`src/rtl/cfg_i2c_pkg.sv`:
```
package cfg_i2c_pkg;
  localparam int SUBW = 8;

  typedef enum logic [2:0] {
    PH_IDLE,
    PH_ADDR,
    PH_SUB,
    PH_DATA,
    PH_SKIP
  } phase_t;
endpackage

```
`src/rtl/cfg_line_filter.sv`:
```
module cfg_line_filter #(
  parameter int N = 16
) (
  input  logic clk,
  input  logic rst,
  input  logic din,
  output logic dout
);
  localparam int CW = (N > 1) ? $clog2(N) : 1;

  logic s0, s1;
  logic [CW-1:0] cnt;

  always_ff @(posedge clk) begin
    if (rst) begin
      s0   <= 1'b1;
      s1   <= 1'b1;
      dout <= 1'b1;
      cnt  <= '0;
    end else begin
      s0 <= din;
      s1 <= s0;
      if (s1 == dout) begin
        cnt <= '0;
      end else if (cnt == CW'(N - 1)) begin
        dout <= s1;
        cnt  <= '0;
      end else begin
        cnt <= cnt + 1'b1;
      end
    end
  end

  // the filtered line only takes a value the synchronized input held
  p_filter_follows_r1: assert property (@(posedge clk) disable iff (rst)
    !$stable(dout) |-> (dout == $past(s1)));
endmodule

```
`src/rtl/cfg_i2c_fsm.sv`:
```
module cfg_i2c_fsm
  import cfg_i2c_pkg::*;
#(
  parameter logic [6:0] DEV_ADDR = 7'h46
) (
  input  logic            clk,
  input  logic            rst,
  input  logic            en,
  input  logic            scl,
  input  logic            sda,
  output logic            sda_oe,
  output logic            wr,
  output logic [SUBW-1:0] waddr,
  output logic [7:0]      wdata
);
  phase_t          phase;
  logic            scl_q, sda_q;
  logic [3:0]      bitcnt;
  logic [7:0]      shreg;
  logic            in_ack;
  logic [SUBW-1:0] subaddr;

  logic start_c, stop_c, scl_rise, scl_fall, active;
  assign start_c  = scl_q & scl & sda_q & ~sda;
  assign stop_c   = scl_q & scl & ~sda_q & sda;
  assign scl_rise = ~scl_q & scl;
  assign scl_fall = scl_q & ~scl;
  assign active   = (phase == PH_ADDR) || (phase == PH_SUB) || (phase == PH_DATA);

  always_ff @(posedge clk) begin
    if (rst || !en) begin
      phase   <= PH_IDLE;
      scl_q   <= 1'b1;
      sda_q   <= 1'b1;
      bitcnt  <= '0;
      shreg   <= '0;
      in_ack  <= 1'b0;
      sda_oe  <= 1'b0;
      subaddr <= '0;
      wr      <= 1'b0;
      waddr   <= '0;
      wdata   <= '0;
    end else begin
      wr    <= 1'b0;
      scl_q <= scl;
      sda_q <= sda;
      if (start_c) begin
        phase  <= PH_ADDR;
        bitcnt <= '0;
        in_ack <= 1'b0;
        sda_oe <= 1'b0;
      end else if (stop_c) begin
        phase  <= PH_IDLE;
        in_ack <= 1'b0;
        sda_oe <= 1'b0;
      end else if (active) begin
        if (scl_rise && !in_ack && bitcnt < 4'd8) begin
          shreg  <= {shreg[6:0], sda};
          bitcnt <= bitcnt + 1'b1;
        end else if (scl_fall) begin
          if (in_ack) begin
            in_ack <= 1'b0;
            sda_oe <= 1'b0;
            bitcnt <= '0;
          end else if (bitcnt == 4'd8) begin
            case (phase)
              PH_ADDR: begin
                if (shreg[7:1] == DEV_ADDR && !shreg[0]) begin
                  sda_oe <= 1'b1;
                  in_ack <= 1'b1;
                  phase  <= PH_SUB;
                end else begin
                  phase <= PH_SKIP;
                end
              end
              PH_SUB: begin
                subaddr <= shreg[SUBW-1:0];
                sda_oe  <= 1'b1;
                in_ack  <= 1'b1;
                phase   <= PH_DATA;
              end
              default: begin
                wr      <= 1'b1;
                waddr   <= subaddr;
                wdata   <= shreg;
                subaddr <= subaddr + 1'b1;
                sda_oe  <= 1'b1;
                in_ack  <= 1'b1;
              end
            endcase
          end
        end
      end
    end
  end

  // a disabled slave never drives the bus
  p_quiet_when_off_r7: assert property (@(posedge clk) disable iff (rst)
    !en |=> !sda_oe);
  // acknowledge starts only while the filtered clock is low
  p_ack_on_low_r2: assert property (@(posedge clk) disable iff (rst)
    $rose(sda_oe) |-> !scl);
  // register writes only come from the data phase
  p_wr_in_data_r4: assert property (@(posedge clk) disable iff (rst)
    wr |-> (phase == PH_DATA));
endmodule

```
`src/rtl/cfg_regfile.sv`:
```
module cfg_regfile
  import cfg_i2c_pkg::*;
#(
  parameter int NREG = 8,
  parameter logic [NREG*8-1:0] DEFAULTS = '0
) (
  input  logic              clk,
  input  logic              rst,
  input  logic              en,
  input  logic              wr,
  input  logic [SUBW-1:0]   waddr,
  input  logic [7:0]        wdata,
  output logic [NREG*8-1:0] regs_o
);
  for (genvar i = 0; i < NREG; i++) begin : g_reg
    logic [7:0] r;
    always_ff @(posedge clk) begin
      if (rst || !en)
        r <= DEFAULTS[8*i +: 8];
      else if (wr && waddr == SUBW'(i))
        r <= wdata;
    end
    assign regs_o[8*i +: 8] = r;
  end

  // a write past the last register changes nothing
  p_oob_discard_r6: assert property (@(posedge clk) disable iff (rst)
    (en && wr && waddr >= SUBW'(NREG)) |=> $stable(regs_o));
  // disabled slave holds defaults
  p_defaults_off_r7: assert property (@(posedge clk) disable iff (rst)
    !en |=> (regs_o == DEFAULTS));
endmodule

```
`src/rtl/cfg_wr_slave.sv`:
```
module cfg_wr_slave
  import cfg_i2c_pkg::*;
#(
  parameter int NREG = 8,
  parameter int FILT_N = 16,
  parameter logic [6:0] DEV_ADDR = 7'h46,
  parameter logic [NREG*8-1:0] DEFAULTS = 64'h8070_6050_4030_2010
) (
  input  logic              clk,
  input  logic              rst,
  input  logic              en,
  input  logic              scl_i,
  input  logic              sda_i,
  output logic              sda_oe,
  output logic [NREG*8-1:0] regs_o
);
  logic            scl_f, sda_f, wr;
  logic [SUBW-1:0] waddr;
  logic [7:0]      wdata;

  cfg_line_filter #(.N(FILT_N)) u_scl_filt (
    .clk(clk), .rst(rst), .din(scl_i), .dout(scl_f));
  cfg_line_filter #(.N(FILT_N)) u_sda_filt (
    .clk(clk), .rst(rst), .din(sda_i), .dout(sda_f));

  cfg_i2c_fsm #(.DEV_ADDR(DEV_ADDR)) u_fsm (
    .clk(clk), .rst(rst), .en(en), .scl(scl_f), .sda(sda_f),
    .sda_oe(sda_oe), .wr(wr), .waddr(waddr), .wdata(wdata));

  cfg_regfile #(.NREG(NREG), .DEFAULTS(DEFAULTS)) u_regs (
    .clk(clk), .rst(rst), .en(en), .wr(wr), .waddr(waddr),
    .wdata(wdata), .regs_o(regs_o));
endmodule

```
`config.mk`:
```
export PLATFORM = sky130hd
export DESIGN_NAME = cfg_wr_slave
export DESIGN_NICKNAME = d
export VERILOG_FILES = /design/src/rtl/cfg_i2c_pkg.sv /design/src/rtl/cfg_line_filter.sv /design/src/rtl/cfg_i2c_fsm.sv /design/src/rtl/cfg_regfile.sv /design/src/rtl/cfg_wr_slave.sv
export SDC_FILE = /design/constraint.sdc
export NUM_CORES = 1
export LEC_CHECK = 0
export BUFFER_PORTS_ARGS = -buffer_cell sky130_fd_sc_hd__buf_2
export CAP_MARGIN = 20
export CORE_ASPECT_RATIO = 0.7
export CORE_MARGIN = 8
export CORE_UTILIZATION = 50
export CTS_CLUSTER_DIAMETER = 150
export CTS_CLUSTER_SIZE = 8
export DETAILED_ROUTE_END_ITERATION = 10
export HOLD_SLACK_MARGIN = 0.03
export PLACE_DENSITY_LB_ADDON = 0.25
export SLEW_MARGIN = 20
export SYNTH_ARGS = -nofsm -noshare
export SYNTH_HDL_FRONTEND = slang
export SYNTH_SLANG_ARGS = --single-unit
```
`constraint.sdc`:
```
create_clock -name clk -period 1.7 [get_ports clk]
set_input_delay 0.17 -clock clk [delete_from_list [all_inputs] [get_ports clk]]
set_output_delay 0.17 -clock clk [all_outputs]
set_load 0.05 [all_outputs]
```
* Yosys cells after proc, flatten, opt, wreduce, memory -nomap -nowiden
Cells that the tools add are included.
** Storage, ports and cells
- Register bits :: 122
- Input bits :: 5
- Word-level logic and storage cells :: 138
** Cells by class
- Add/sub/neg operators :: 4
- $lt $le $gt $ge :: 1
- Equality and inequality tests :: 19
- Mux-type cells :: 22
- Bitwise operators :: 22
- Reduce and logical (&&, ||, !) cells :: 42
** Operator list (count)
- 8-bit by 3-bit equality test with 1-bit output, second input constant :: 4
- 8-bit by 2-bit equality test with 1-bit output, second input constant :: 2
- 1-bit two-way mux :: 16
- 8-bit case mux with 2 select lines :: 1
- 8-bit AND reduction :: 2
- 1-bit inverter :: 15
- 4-bit by 1-bit adder with 4-bit output, second input constant :: 3
- 4-bit equality test, second input constant :: 3
- 4-bit two-way mux :: 3
- 6-bit AND reduction :: 2
- 1-bit logical AND :: 11
- 3-bit nonzero test :: 3
- 3-bit OR reduction :: 3
- 8-bit by 1-bit adder with 8-bit output, second input constant :: 1
- 8-bit by 1-bit equality test with 1-bit output, second input constant :: 1
- 8-bit zero test :: 1
- 4-bit AND reduction :: 2
- 2-bit nonzero test :: 4
- 8-bit OR reduction :: 1
- 1-bit bitwise AND :: 7
- 7-bit equality test, second input constant :: 1
- 3-bit by 2-bit equality test with 1-bit output, second input constant :: 2
- 3-bit case mux with 2 select lines :: 1
- 5-bit AND reduction :: 1
- 13 further kinds :: 20

* Depth between registers and ports, before layout
- Word-level depth :: 11
- Gate-level depth with buffers :: 7
- Depth with buffers taken out :: 6

* Hierarchy
Synthesis repeated with hierarchy kept, for this count alone.
** Unflattened totals
- Cells, all modules :: 494
- Area total of the unflattened synthesis :: 4924.7 um^2
** Modules (own cells, without submodules)
- cfg_regfile :: times used 1, cells each 239, area each 2438.6 um^2
- cfg_i2c_fsm :: times used 1, cells each 207, area each 1983.2 um^2
- cfg_line_filter :: times used 2, cells each 24, area each 251.5 um^2

* Worst setup path before layout
OpenSTA, ideal clock, no wires.
- Path type :: register to register
- From :: register u_fsm.waddr[5]
- To :: register u_regs.g_reg[5].r[7]
- Arrival time :: 1771 ps
- Data required time :: 1584 ps
- Slack :: -187 ps
- Cell stages (with the launch flop) :: 7
- Buffers on the path :: 2
- Path through :: dfxtp_1 > or4b_4 > or4_1 > buf_6 > buf_12 > nand3_2 > o21ai_2
** On the way
- Longest elaborated chain between the ends :: 2
** Ends and longest elaborated chain
- start, declared :: line cfg_i2c_fsm.sv:13 : output logic [SUBW-1:0] waddr,
- start signal, assigned :: line cfg_i2c_fsm.sv:84 : waddr <= subaddr;
- 8-bit by 3-bit equality test with 1-bit output :: line cfg_regfile.sv:20 : else if (wr && waddr == SUBW'(i))
- 1-bit logical AND :: line cfg_regfile.sv:20
- end signal, assigned :: line cfg_regfile.sv:19 : r <= DEFAULTS[8*i +: 8];
- end signal, assigned :: line cfg_regfile.sv:21 : r <= wdata;
- end, declared :: line cfg_regfile.sv:16 : logic [7:0] r;
No other way between the ends.
A chain may end at the register's enable or synchronous reset.

* Final worst setup path
- From :: register u_fsm.waddr[5]
- To :: register u_regs.g_reg[7].r[3]
** On the way
- Longest elaborated chain between the ends :: 2
** Ends and longest elaborated chain (line)
- 8-bit by 3-bit equality test with 1-bit output :: cfg_regfile.sv:20
- 1-bit logical AND :: cfg_regfile.sv:20
- end signal, assigned :: cfg_regfile.sv:19
- end signal, assigned :: cfg_regfile.sv:21
- end, declared :: cfg_regfile.sv:16
No other way between the ends.

==> impl_metrics.ini <==
[clocking]
clock_latency_ns = 0.41
tritoncts = built
cts_htree_levels = 4
cts_made_buffers = 17
clock-sinks = 122
clock-root-buffer = clkbuf_16
clockBufferDepth = 2
clk_pin_slew_worst_paths_ns = 0.06

[worst_setup_path]
crit_path_end_kind = flip-flop
ff2ff_path_depth = 5
r2r-start = u_fsm.waddr[5]$_SDFFE_PP0P_
critPathLaunchType = flip-flop
crit_chain = or4b_4 > or4_4 > buf_12 > nand3_1 > o21ai_2
slowest_delay_ns = 0.58
crit_family = simple AND/OR/NAND/NOR gates
crit_fanout = 8
worst_ep_required_time_ns = 1.99
path_depth = 5
r2r_setup_slack_ns = -0.18
critPathSlowestCell = or4b_4
timing.rr.end = u_regs.g_reg[7].r[3]$_SDFFE_PP0P_
critPathLaunch = u_fsm.waddr[5]$_SDFFE_PP0P_
path_buf_inv = 1
worstSetupEndpoint = u_regs.g_reg[7].r[3]$_SDFFE_PP0P_
path_class = reg -> reg
cp_data_arrival_time_ns = 2.17

[timing]
layout_setup_ws_ns = -0.183
hold_viol = 0
drv_slew = 0
finClkSkew_ns = 0.00831
max_freq_mhz = 531
worstMarginPinSlew_ns = 0.491
worst_slew_margin_rel_pct = 67.2
rsz0062_at_grt = yes
finalCriticalPeriod_ns = 1.88
setup_viol = 32
setup_tns_ns = -2.92
finalCritPeriodShare_pct = 111

[floorplanning]
fp.dieW_um = 132
ios = 70
fp.dieH_um = 97.4
core-area_um2 = 9140
initial_core_util_pct = 51.8
std_cell_rows = 29
die-area_um2 = 12900

[synthesis]
syn_nets = 536
muxShareOfSynthArea_pct = 1.90
synth_compound_area_share_pct = 14.9
synth_cell_types = 55
synth-xor-area-share_pct = 1.48
synth_edf_count = 0
ys_seq_area_share_pct = 51.6
synth_adder_area_share_pct = 1.32
synth-warning-count = 0
syn_avg_cell_area_um2 = 9.00
synthCells = 526
synth_simple_gate_area_share_pct = 24.8
synthesis.area_um2 = 4730
yosys_register_bits = 122
yosys_most_used_dff = dfxtp_1
synth_top_family_by_area = simple AND/OR/NAND/NOR gates
async_flop_share_pct = 0

[placement]
gp_congestion = 0.804
placed_cell_area_um2 = 5480
dp.cells = 728
io_buffers = 69
place_ws_ns = -0.169
hpwl_mm = 8.68

[cells_and_area]
fillers = 743
finalNetCount = 637
fin_area_um2 = 6170
stdcell_count = 763
post-route-util_pct = 67.5
antennaDiodeCount = 0
syn_to_final_growth_pct = 30.3
drive_gt1_share_pct = 30.7

[flow_run]
maxCapViolCount = 0

[routing]
wl_met3_mm = 1.04
via_per_inst = 5.64
avgRoutedWirePerCell_um = 16.6
first_pass_iters = 7
wl_mm = 12.7
highest_layer = met4
drtIter0Drc = 371
vias = 4303
wl_met2_mm = 5.44
met1Wirelength_mm = 6.02
drc_errors = 0
postRouteAntennaNets = 0

[min_path]
hp-class = in -> reg

[power]
powerDensity_nw_per_um2 = 1010
power.leakage_nw = 2.42
ir_drop_mv = 0.702

[global_routing]
gr-total-overflow = 0
antenna_found_initial = 0
grt_usage_pct = 19.4
grt_pass1_wl_mm = 20.4
grt_pass1_vias = 4087
grt_max_degree = 40

[status]
status = complete, but fails checks
violations = setup timing
cells in the mapped netlist, types with 3 or more instances:
library cell	number	share of area, %
and3_1	4	0.53
nand3_2	4	0.85
o21ai_2	13	2.4
nand2_1	52	4.1
inv_1	8	0.63
nand3_1	70	7.4
ha_1	5	1.3
a21oi_1	28	3.0
or2_2	6	0.79
nand4_1	7	0.93
xnor2_1	5	0.93
nor3_1	12	1.3
nor3b_1	3	0.48
buf_1	4	0.32
o21ai_0	54	5.7
nor2b_1	3	0.40
clkbuf_1	25	2.0
dfxtp_1	122	52
xor2_1	3	0.56
mux2i_1	9	1.9
nor2_1	36	2.9
o22ai_1	3	0.40
nand2b_1	3	0.40
a21oi_2	3	0.56
cell type report:
class | count | area, um2 | share of cell area (%)
clock buffer | 22 | 484 | 7.85
clock inverter | 9 | 65.1 | 1.05
inverter | 8 | 30.0 | 0.487
multi-input combinational | 363 | 2200 | 35.7
sequential | 122 | 2440 | 39.6
tap | 124 | 155 | 2.52
timing repair buffer | 115 | 788 | 12.8
per-stage QoR:
| stage | hold WS (ns) | total power [mW] |
|---|---|---|
| detailed placement | 0.357 | 3.02 |
| floorplan | 0.264 | 2.99 |
| finish | 0.0860 | 6.26 |
| CTS | 0.0742 | 6.29 |
| global placement | 0.353 | 3.02 |
| global route | 0.110 | 6.43 |
worst register-to-register path, cell delays in order (launching register included):
cell and delay, ns:
dfxtp_1 0.31, or4b_4 0.58, or4_4 0.56, buf_12 0.17, nand3_1 0.09, o21ai_2 0.05
what timing repair did:
item	in CTS	in global routing
gates resized for setup	5	19
setup endpoints to repair	28	42
hold buffers	2	0
cloned	0	2
hold endpoints to repair	2	0
setup buffers	0	0
pin swaps	2	9
logic make-up (layout without fill, tap and decap cells):
kind of cell	after synthesis	after routing
flip-flops	122	122
AO/OA/AOI/OAI	117	117
AND/OR/NAND/NOR	223	224
XOR/XNOR	8	8
adder cells (fa/ha/maj)	5	5
multiplexers	9	9
buffers and inverters	42	154
per-layer routing:
layer | global-route usage, % | vias to the layer above
li1 | - | 2074
met1 | 26.1 | 2064
met2 | 28.1 | 147
met3 | 5.99 | 18
met4 | 8.09 | 0
met5 | 0 | -
report_power, final:
part	internal [mW]	switching (mW)
Clock	2.01	1.28
Sequential	2.87	0.00274
Combinational	0.0316	0.0695
Total	4.91	1.35
how the worst min path moves through the flow:
stage	start	end	slack (ns)	cells after the start
finish	rst	u_sda_filt.dout$_SDFFE_PP1P_	0.09	2
floorplan	rst	u_scl_filt.dout$_SDFFE_PP1P_	0.26	1
global route	rst	u_scl_filt.dout$_SDFFE_PP1P_	0.11	2
global placement	sda_i	u_sda_filt.s0$_SDFF_PP1_	0.35	2
CTS	rst	u_sda_filt.dout$_SDFFE_PP1P_	0.07	2
detailed placement	scl_i	u_scl_filt.s0$_SDFF_PP1_	0.36	2
flip-flops by register name, summed over array words and instances, names as in the netlist:
name	count
u_fsm.sda_oe	1
u_fsm.wr	1
u_fsm.bitcnt	4
u_regs.g.r	64
u_fsm.waddr	8
u_sda_filt.dout	1
u_scl_filt.cnt	4
u_fsm.subaddr	8
u_fsm.shreg	8
u_fsm.wdata	8
u_scl_filt.dout	1
u_fsm.in_ack	1
u_scl_filt.s1	1
u_sda_filt.s0	1
u_fsm.sda_q	1
u_sda_filt.cnt	4
u_scl_filt.s0	1
u_sda_filt.s1	1
u_fsm.scl_q	1
u_fsm.phase	3
cell usage in the layout (no fill, tap or decap), types with 3 or more instances in the layout:
cell type	instances
nand4_1	7
or2_2	6
nand2b_1	3
buf_12	6
ha_1	4
buf_4	37
xnor2_1	5
mux2i_1	9
xor2_1	3
dfxtp_1	121
o21ai_2	13
nor3_1	11
nand2_1	51
a21oi_1	28
buf_2	69
clkinvlp_4	5
o21ai_1	3
inv_1	6
nand3_2	8
and3_1	4
o22ai_1	3
nand3_1	66
o21ai_0	51
nor2_1	36
nor3b_1	3
clkbuf_8	4
clkbuf_16	18
or4_4	3
a21oi_2	3
Note: power is estimated with default switching activity, not from simulation.
